==> config.mk <==
export PLATFORM = sky130hd
export DESIGN_NAME = isa_slave_glue
export DESIGN_NICKNAME = d
export VERILOG_FILES = /design/src/rtl/isa_glue_pkg.sv /design/src/rtl/isa_addr_match.sv /design/src/rtl/isa_lane_steer.sv /design/src/rtl/isa_cycle_ctrl.sv /design/src/rtl/isa_slave_glue.sv
export SDC_FILE = /design/constraint.sdc
export NUM_CORES = 1
export LEC_CHECK = 0
export CAP_MARGIN = 20
export CELL_PAD_IN_SITES_DETAIL_PLACEMENT = 0
export CELL_PAD_IN_SITES_GLOBAL_PLACEMENT = 1
export CORE_MARGIN = 2
export CORE_UTILIZATION = 27
export DETAILED_ROUTE_END_ITERATION = 16
export GPL_TIMING_DRIVEN = 0
export PLACE_DENSITY = 0.7
export SLEW_MARGIN = 20
export SYNTH_ARGS = -nofsm -noshare
export SYNTH_HDL_FRONTEND = slang
export SYNTH_SLANG_ARGS = --single-unit
==> constraint.sdc <==
create_clock -name clk_i -period 2.8 [get_ports clk_i]
set_input_delay 0.56 -clock clk_i [delete_from_list [all_inputs] [get_ports clk_i]]
set_output_delay 0.56 -clock clk_i [all_outputs]
set_load 0.02 [all_outputs]
==> src/rtl/isa_glue_pkg.sv <==
package isa_glue_pkg;
  localparam int OFF_W = 5;
  typedef logic [OFF_W-1:0] off_t;
  typedef logic [1:0] lane_t;  // {upper, low}

  localparam lane_t LANE_NONE = 2'b00;
  localparam lane_t LANE_LO   = 2'b01;
  localparam lane_t LANE_HI   = 2'b10;
  localparam lane_t LANE_BOTH = 2'b11;

  typedef enum logic [1:0] {
    CYC_IDLE,
    CYC_RD_WAIT,
    CYC_RD_HOLD,
    CYC_WR_HOLD
  } cyc_state_e;

  function automatic lane_t lane_pick(input logic bus8, input logic bhe_n,
                                      input off_t off, input off_t dual_off);
    lane_t l;
    if (bus8)             l = bhe_n ? LANE_LO : LANE_NONE;
    else if (!bhe_n)      l = (off == dual_off) ? LANE_BOTH :
                              (off[0] ? LANE_HI : LANE_NONE);
    else                  l = off[0] ? LANE_NONE : LANE_LO;
    return l;
  endfunction
endpackage

==> src/rtl/isa_addr_match.sv <==
module isa_addr_match #(
  parameter int ADDR_W = 10,
  parameter int OFF_W  = 5,
  localparam int SEL_W = ADDR_W - OFF_W
) (
  input  logic [ADDR_W-1:0] addr_i,
  input  logic              aen_ni,
  input  logic [SEL_W-1:0]  strap_i,
  output logic              sel_o,
  output logic [OFF_W-1:0]  off_o
);
  logic [SEL_W-1:0] diff;

  generate
    for (genvar i = 0; i < SEL_W; i++) begin : g_cmp
      assign diff[i] = addr_i[OFF_W+i] ^ strap_i[i];
    end
  endgenerate

  assign sel_o = !aen_ni && (diff == '0);
  assign off_o = addr_i[OFF_W-1:0];
endmodule

==> src/rtl/isa_lane_steer.sv <==
module isa_lane_steer
  import isa_glue_pkg::*;
#(
  parameter off_t DUAL_OFF = 5'h18
) (
  input  logic  sel_i,
  input  logic  bus8_i,
  input  logic  bhe_ni,
  input  off_t  off_i,
  output lane_t lane_o,
  output logic  iocs16_no
);
  assign lane_o    = sel_i ? lane_pick(bus8_i, bhe_ni, off_i, DUAL_OFF) : LANE_NONE;
  assign iocs16_no = !lane_o[1];
endmodule

==> src/rtl/isa_cycle_ctrl.sv <==
module isa_cycle_ctrl
  import isa_glue_pkg::*;
#(
  parameter int   DATA_W    = 16,
  parameter int   IRQ_W     = 8,
  parameter int   WAIT_MAX  = 8,
  parameter off_t WSTAT_OFF = 5'h05,
  parameter off_t ISTAT_OFF = 5'h07,
  localparam int  BYTE_W    = DATA_W / 2,
  localparam int  TMR_W     = $clog2(WAIT_MAX + 1) + 1
) (
  input  logic              clk_i,
  input  logic              rst_ni,
  input  logic              ior_ni,
  input  logic              iow_ni,
  input  lane_t             lane_i,
  input  off_t              off_i,
  input  logic              bus8_i,
  input  logic              bhe_ni,
  input  logic [DATA_W-1:0] data_i,
  input  logic [IRQ_W-1:0]  irq_stat_i,
  output logic [DATA_W-1:0] data_o,
  output logic              data_lo_oe_o,
  output logic              data_hi_oe_o,
  output logic              iochrdy_pull_o,
  output off_t              reg_addr_o,
  output lane_t             reg_be_o,
  output logic [DATA_W-1:0] reg_wdata_o,
  output logic              reg_wr_o,
  output logic              reg_rd_o,
  input  logic [DATA_W-1:0] reg_rdata_i,
  input  logic              reg_ack_i
);
  cyc_state_e        state_q;
  logic              ior_q, iow_q;
  lane_t             lane_q;
  off_t              off_q;
  logic [DATA_W-1:0] rdata_q, wdata_q;
  logic [TMR_W-1:0]  tmr_q;

  logic rd_start, wr_start, is_local, hit_local;
  logic [BYTE_W-1:0] local_val;
  logic [DATA_W-1:0] local_word;

  assign rd_start  = ior_q && !ior_ni && (lane_i != LANE_NONE);
  assign wr_start  = iow_q && !iow_ni && (lane_i != LANE_NONE);
  assign hit_local = (off_i == WSTAT_OFF) || (off_i == ISTAT_OFF);
  assign is_local  = (off_q == WSTAT_OFF) || (off_q == ISTAT_OFF);

  always_comb begin
    local_val = '0;
    if (off_i == WSTAT_OFF) local_val[1:0] = {!bhe_ni, !bus8_i};
    else                    local_val      = BYTE_W'(irq_stat_i);
    local_word = (lane_i == LANE_HI) ? {local_val, {BYTE_W{1'b0}}}
                                     : {{BYTE_W{1'b0}}, local_val};
  end

  always_ff @(posedge clk_i or negedge rst_ni) begin
    if (!rst_ni) begin
      state_q  <= CYC_IDLE;
      ior_q    <= 1'b1;
      iow_q    <= 1'b1;
      lane_q   <= LANE_NONE;
      off_q    <= '0;
      rdata_q  <= '0;
      wdata_q  <= '0;
      tmr_q    <= '0;
      reg_wr_o <= 1'b0;
      reg_rd_o <= 1'b0;
    end else begin
      ior_q    <= ior_ni;
      iow_q    <= iow_ni;
      reg_wr_o <= 1'b0;
      reg_rd_o <= 1'b0;
      unique case (state_q)
        CYC_IDLE: begin
          tmr_q <= '0;
          if (rd_start) begin
            lane_q <= lane_i;
            off_q  <= off_i;
            if (hit_local) begin
              rdata_q <= local_word;
              state_q <= CYC_RD_HOLD;
            end else begin
              reg_rd_o <= 1'b1;
              state_q  <= CYC_RD_WAIT;
            end
          end else if (wr_start) begin
            lane_q  <= lane_i;
            off_q   <= off_i;
            wdata_q <= data_i;
            state_q <= CYC_WR_HOLD;
          end
        end
        CYC_RD_WAIT: begin
          tmr_q <= tmr_q + 1'b1;
          if (ior_ni) begin
            state_q <= CYC_IDLE;
          end else if (reg_ack_i) begin
            rdata_q <= reg_rdata_i;
            state_q <= CYC_RD_HOLD;
          end else if (tmr_q == TMR_W'(WAIT_MAX - 1)) begin
            rdata_q <= '0;
            state_q <= CYC_RD_HOLD;
          end
        end
        CYC_RD_HOLD: begin
          if (ior_ni) state_q <= CYC_IDLE;
        end
        CYC_WR_HOLD: begin
          if (iow_ni) begin
            reg_wr_o <= !is_local;
            state_q  <= CYC_IDLE;
          end else begin
            wdata_q <= data_i;
          end
        end
        default: state_q <= CYC_IDLE;
      endcase
    end
  end

  logic rd_drive;
  assign rd_drive       = (state_q == CYC_RD_HOLD) && !ior_ni;
  assign data_lo_oe_o   = rd_drive && lane_q[0];
  assign data_hi_oe_o   = rd_drive && lane_q[1];
  assign data_o         = {data_hi_oe_o ? rdata_q[DATA_W-1:BYTE_W] : {BYTE_W{1'b0}},
                           data_lo_oe_o ? rdata_q[BYTE_W-1:0]      : {BYTE_W{1'b0}}};
  assign iochrdy_pull_o = (state_q == CYC_RD_WAIT);
  assign reg_addr_o     = off_q;
  assign reg_be_o       = lane_q;
  assign reg_wdata_o    = wdata_q;

  logic [TMR_W-1:0] pull_cnt_q;
  always_ff @(posedge clk_i or negedge rst_ni) begin
    if (!rst_ni)             pull_cnt_q <= '0;
    else if (iochrdy_pull_o) pull_cnt_q <= pull_cnt_q + 1'b1;
    else                     pull_cnt_q <= '0;
  end


  rd_pulse_chk: assert property (@(posedge clk_i) disable iff (!rst_ni)
    reg_rd_o |=> !reg_rd_o);

  wr_after_rise_chk: assert property (@(posedge clk_i) disable iff (!rst_ni)
    $rose(reg_wr_o) |-> $past(iow_ni));

  wait_bound_chk: assert property (@(posedge clk_i) disable iff (!rst_ni)
    pull_cnt_q <= TMR_W'(WAIT_MAX));

  drive_after_ready_chk: assert property (@(posedge clk_i) disable iff (!rst_ni)
    (data_lo_oe_o || data_hi_oe_o) |-> !iochrdy_pull_o);

  local_no_strobe_chk: assert property (@(posedge clk_i) disable iff (!rst_ni)
    (reg_rd_o || reg_wr_o) |-> (reg_addr_o != WSTAT_OFF && reg_addr_o != ISTAT_OFF));

  no_empty_strobe_chk: assert property (@(posedge clk_i) disable iff (!rst_ni)
    (reg_rd_o || reg_wr_o) |-> (reg_be_o != LANE_NONE));
endmodule

==> src/rtl/isa_slave_glue.sv <==
module isa_slave_glue
  import isa_glue_pkg::*;
#(
  parameter int   ADDR_W    = 10,
  parameter int   DATA_W    = 16,
  parameter int   IRQ_W     = 8,
  parameter int   WAIT_MAX  = 8,
  parameter off_t DUAL_OFF  = 5'h18,
  parameter off_t WSTAT_OFF = 5'h05,
  parameter off_t ISTAT_OFF = 5'h07,
  localparam int  SEL_W     = ADDR_W - OFF_W
) (
  input  logic              clk_i,
  input  logic              rst_ni,
  input  logic [ADDR_W-1:0] addr_i,
  input  logic              aen_ni,
  input  logic [SEL_W-1:0]  strap_i,
  input  logic              bus8_i,
  input  logic              bhe_ni,
  input  logic              ior_ni,
  input  logic              iow_ni,
  input  logic [DATA_W-1:0] data_i,
  output logic [DATA_W-1:0] data_o,
  output logic              data_lo_oe_o,
  output logic              data_hi_oe_o,
  output logic              iocs16_no,
  output logic              iochrdy_pull_o,
  input  logic [IRQ_W-1:0]  irq_stat_i,
  output logic [OFF_W-1:0]  reg_addr_o,
  output logic [1:0]        reg_be_o,
  output logic [DATA_W-1:0] reg_wdata_o,
  output logic              reg_wr_o,
  output logic              reg_rd_o,
  input  logic [DATA_W-1:0] reg_rdata_i,
  input  logic              reg_ack_i
);
  logic  sel;
  off_t  off;
  lane_t lane;

  isa_addr_match #(.ADDR_W(ADDR_W), .OFF_W(OFF_W)) i_match (
    .addr_i (addr_i),
    .aen_ni (aen_ni),
    .strap_i(strap_i),
    .sel_o  (sel),
    .off_o  (off)
  );

  isa_lane_steer #(.DUAL_OFF(DUAL_OFF)) i_steer (
    .sel_i    (sel),
    .bus8_i   (bus8_i),
    .bhe_ni   (bhe_ni),
    .off_i    (off),
    .lane_o   (lane),
    .iocs16_no(iocs16_no)
  );

  isa_cycle_ctrl #(
    .DATA_W(DATA_W), .IRQ_W(IRQ_W), .WAIT_MAX(WAIT_MAX),
    .WSTAT_OFF(WSTAT_OFF), .ISTAT_OFF(ISTAT_OFF)
  ) i_cycle (
    .clk_i         (clk_i),
    .rst_ni        (rst_ni),
    .ior_ni        (ior_ni),
    .iow_ni        (iow_ni),
    .lane_i        (lane),
    .off_i         (off),
    .bus8_i        (bus8_i),
    .bhe_ni        (bhe_ni),
    .data_i        (data_i),
    .irq_stat_i    (irq_stat_i),
    .data_o        (data_o),
    .data_lo_oe_o  (data_lo_oe_o),
    .data_hi_oe_o  (data_hi_oe_o),
    .iochrdy_pull_o(iochrdy_pull_o),
    .reg_addr_o    (reg_addr_o),
    .reg_be_o      (reg_be_o),
    .reg_wdata_o   (reg_wdata_o),
    .reg_wr_o      (reg_wr_o),
    .reg_rd_o      (reg_rd_o),
    .reg_rdata_i   (reg_rdata_i),
    .reg_ack_i     (reg_ack_i)
  );


  unsel_quiet_chk: assert property (@(posedge clk_i) disable iff (!rst_ni)
    !sel |-> iocs16_no);

  upper_cs16_chk: assert property (@(posedge clk_i) disable iff (!rst_ni)
    (sel && !bus8_i && !bhe_ni && off[0]) |-> !iocs16_no);
endmodule

==> summary.txt <==
Util after Layout - 42.0%
Crit share post-route - 97.3%
CTS buffer count - 5
Buffer levels on the longest clock path - 2
Crit path cell chain - clkdlybuf4s50_1 -> inv_1 -> a2111oi_4 -> nand3_2 -> or4_4 -> buf_6
Inst Count DP - 479
Htree depth - 2
EDFF count, synth - 0
Ant diodes - 0
Finished Layout Cells - 490
Top Ports - 108
Final Skew - 0.0119 ns
Pwr per Cell Area - 413 mW/mm^2
Predominant post-synthesis flop cell - dfrtp_1
RSZ-0062 raised after global routing - yes
Vias/cell - 4.69
WP data arrival - 2.16 ns
CTS Sinks - 50
Total Routing Usage GR - 14.1%
Worst min-delay path category - in -> async
Layout cells sized above 1 - 21.6%
WL per Instance - 15.0 um
Final net count - 420
Crit end category - output port
Clock Pin Slew Worst Setup and Hold Paths - 0.09 ns
I/O Buffers - 106
DIE AREA - 0.0107 sq mm
Post-Syn Area - 0.00266 sq mm
Max stage delay cell, worst path - clkdlybuf4s50_1
Flops & latches, synth - 50
CTS tree - done
Tightest Pin Transition - 0.677 ns
Initial antenna violation count - 0
First-pass GRT wire length - 11500 um
Clock root cell - clkbuf_8
Iteration-0 DRC Markers - 80
Critical path launch point type - input pin
Sequential area share after synthesis - 47.2%
Area grow syn2layout - 52.9%
First-pass iteration count of the detailed router - 4
Remaining global-route overflow - 0
Synth warn - 0
Worst Path Required - 2.24 ns
Max-cap violations - 0
Synthesized instance count - 240
Final setup vio count - 0
Placement-stage cell area - 0.00388 sq mm
Worst VDD drop - 0.192 mV
Largest net degree at the start of global routing - 51
Syn nets - 304
Post-synth top area cell - dfrtp_1
Filler Cells Inserted - 972
Area taken by multi-input logic gates - 0.00133 sq mm
Initial Utilization - 27.5%
Cells taking the most area after synthesis - dfrtp_1 (45%), mux2_2 (13%), mux2_4 (5.6%)
Distinct cell type count after synthesis - 45
DRC Markers - 0
Max stage delay on crit path - 0.49 ns
Die H - 103 um
Final Critical Period - 2.72 ns
Post-route ant nets - 0
Final instance area - 0.00407 sq mm
Final wirelength - 7370 um
WS Path Type - in -> out
Vias - 2297
Max frequency - 0.367 GHz
Fraction of registers with async set/reset - 100%
Clock Latency Late Sink - 0.31 ns
Final Hold Fails - 0
Core area - 0.00968 sq mm
Mapped Avg Cell Area - 11.1 sq um
Reg2reg setup slack - 0.37 ns
Number of placement rows - 36
Seq. cell area - 0.00125 sq mm
Lkg Pwr - 2.04 nW
Chip width - 103 um
Max Slew Vio Count - 0
Share of the synthesized area in the top cell type - 45.2%
Worst-path maximum fanout - 3
Status - finished clean
Rel. slew slack - 54.9%
Global placement routability congestion - 0.752
HPWL after DPL - 5450 um
Vias in the first global route - 2317
## metal layers
layer  GRT usage (%)  routed length, um  vias up
li1                -                  -     1095
met1            18.5               3270     1122
met2            22.9               3410       75
met3            4.37                622        5
met4            3.24                 61        0
met5               0                  0        -
## cells in the mapped netlist, types with 2 or more instances
library cell / n
buf_2: 2
a21o_1: 2
a31oi_1: 3
buf_6: 2
a22o_1: 5
a211oi_1: 2
dfstp_2: 2
and3_1: 18
nand2_1: 25
nor2_1: 8
nor4_1: 2
mux2_4: 10
nor3b_1: 2
inv_1: 9
clkbuf_1: 7
mux2_2: 31
o21ai_0: 16
and4bb_2: 2
a21oi_1: 3
or2_2: 2
dfrtp_1: 48
xor2_1: 2
nor3_1: 4
or3_1: 4
nand2b_1: 3
nand3_1: 4
nor2b_1: 4
## cells in the final DEF, fill, tap and decap left out, types with 3 or more instances in the layout
| master | instances |
|---|---|
| a21oi_1 | 3 |
| a22o_1 | 5 |
| a31oi_1 | 3 |
| and3_1 | 18 |
| buf_4 | 5 |
| buf_6 | 3 |
| clkbuf_1 | 4 |
| clkbuf_8 | 6 |
| clkdlybuf4s50_1 | 84 |
| dfrtp_1 | 48 |
| dlygate4sd2_1 | 10 |
| dlymetal6s2s_1 | 9 |
| inv_1 | 9 |
| mux2_2 | 31 |
| mux2_4 | 10 |
| nand2_1 | 25 |
| nand2b_1 | 3 |
| nand3_1 | 4 |
| nor2_1 | 8 |
| nor2b_1 | 3 |
| nor3_1 | 4 |
| o21ai_0 | 16 |
| or3_1 | 4 |
## path summary, 6_finish.rpt
check	cells past startpoint	startpoint	to
setup / recovery	6	strap_i[3]	iocs16_no
hold / removal	1	rst_ni	i_cycle.reg_wr_o
setup reg to reg	9	i_cycle.state_q[0]	i_cycle.rdata_q[1]
hold reg to reg	1	i_cycle.rdata_q[15]	i_cycle.rdata_q[15]
max in group asynchronous	1	rst_ni	i_cycle.tmr_q[2]
min in group clk_i	1	i_cycle.rdata_q[15]	i_cycle.rdata_q[15]
## state kept, by name, indices dropped and copies added, names as in the netlist
register and count:
i_cycle.reg_be_o 2, i_cycle.state_q 2, i_cycle.reg_addr_o 5, i_cycle.reg_wdata_o 16, i_cycle.ior_q 1, i_cycle.iow_q 1, i_cycle.reg_wr_o 1, i_cycle.reg_rd_o 1
i_cycle.rdata_q 16, i_cycle.tmr_q 5
## power breakdown
group | internal, mW | switching, mW
sequential | 0.767 | 0.0250
combinational | 0.198 | 0.139
clock | 0.294 | 0.255
total | 1.26 | 0.420
## kinds of logic after synthesis
family	share of synthesized area [%]
AND/OR/NAND/NOR	17.2
flip-flops	47.2
multiplexers	19.2
AO/OA/AOI/OAI	11.7
buffers and inverters	3.67
XOR/XNOR	0.659
adder cells (fa/ha/maj)	0.471
## area by class of cell
cell class	instances	share of cell area, %
clock inverter	2	0.954
inverter	9	0.831
multi-input combinational	169	32.7
sequential	50	30.8
tap	133	4.09
clock buffer	6	2.03
buffer	11	1.66
timing repair buffer	110	26.9
## critical path: cells and delay by family
family,cells,cell delay [ns]
AO/OA/AOI/OAI,1,0.35
AND/OR/NAND/NOR,2,0.54
buffers and inverters,3,0.72
## metrics by stage
| step | TNS (ns) | power [mW] | worst slack (ns) | hold slack [ns] |
|---|---|---|---|---|
| floorplan | 0 | 0.939 | 0.273 | 0.264 |
| global placement | -45.43 | 1.14 | -0.762 | 0.481 |
| detailed placement | -23.55 | 1.14 | -0.814 | 0.487 |
| CTS | 0 | 1.71 | 0.0294 | 0.303 |
| global route | -0.00369 | 1.76 | -0.00369 | 0.327 |
| finish | 0 | 1.68 | 0.0770 | 0.262 |
## repair_timing
action / in CTS / in global routing
pin swaps: 4 / 1
setup buffers: 3 / 1
gates resized for setup: 27 / 11
endpoints found under the setup margin: 50 / 19
hold buffers: 0 / 0
cloned: 0 / 0
Power figures use the tool's default switching activity.
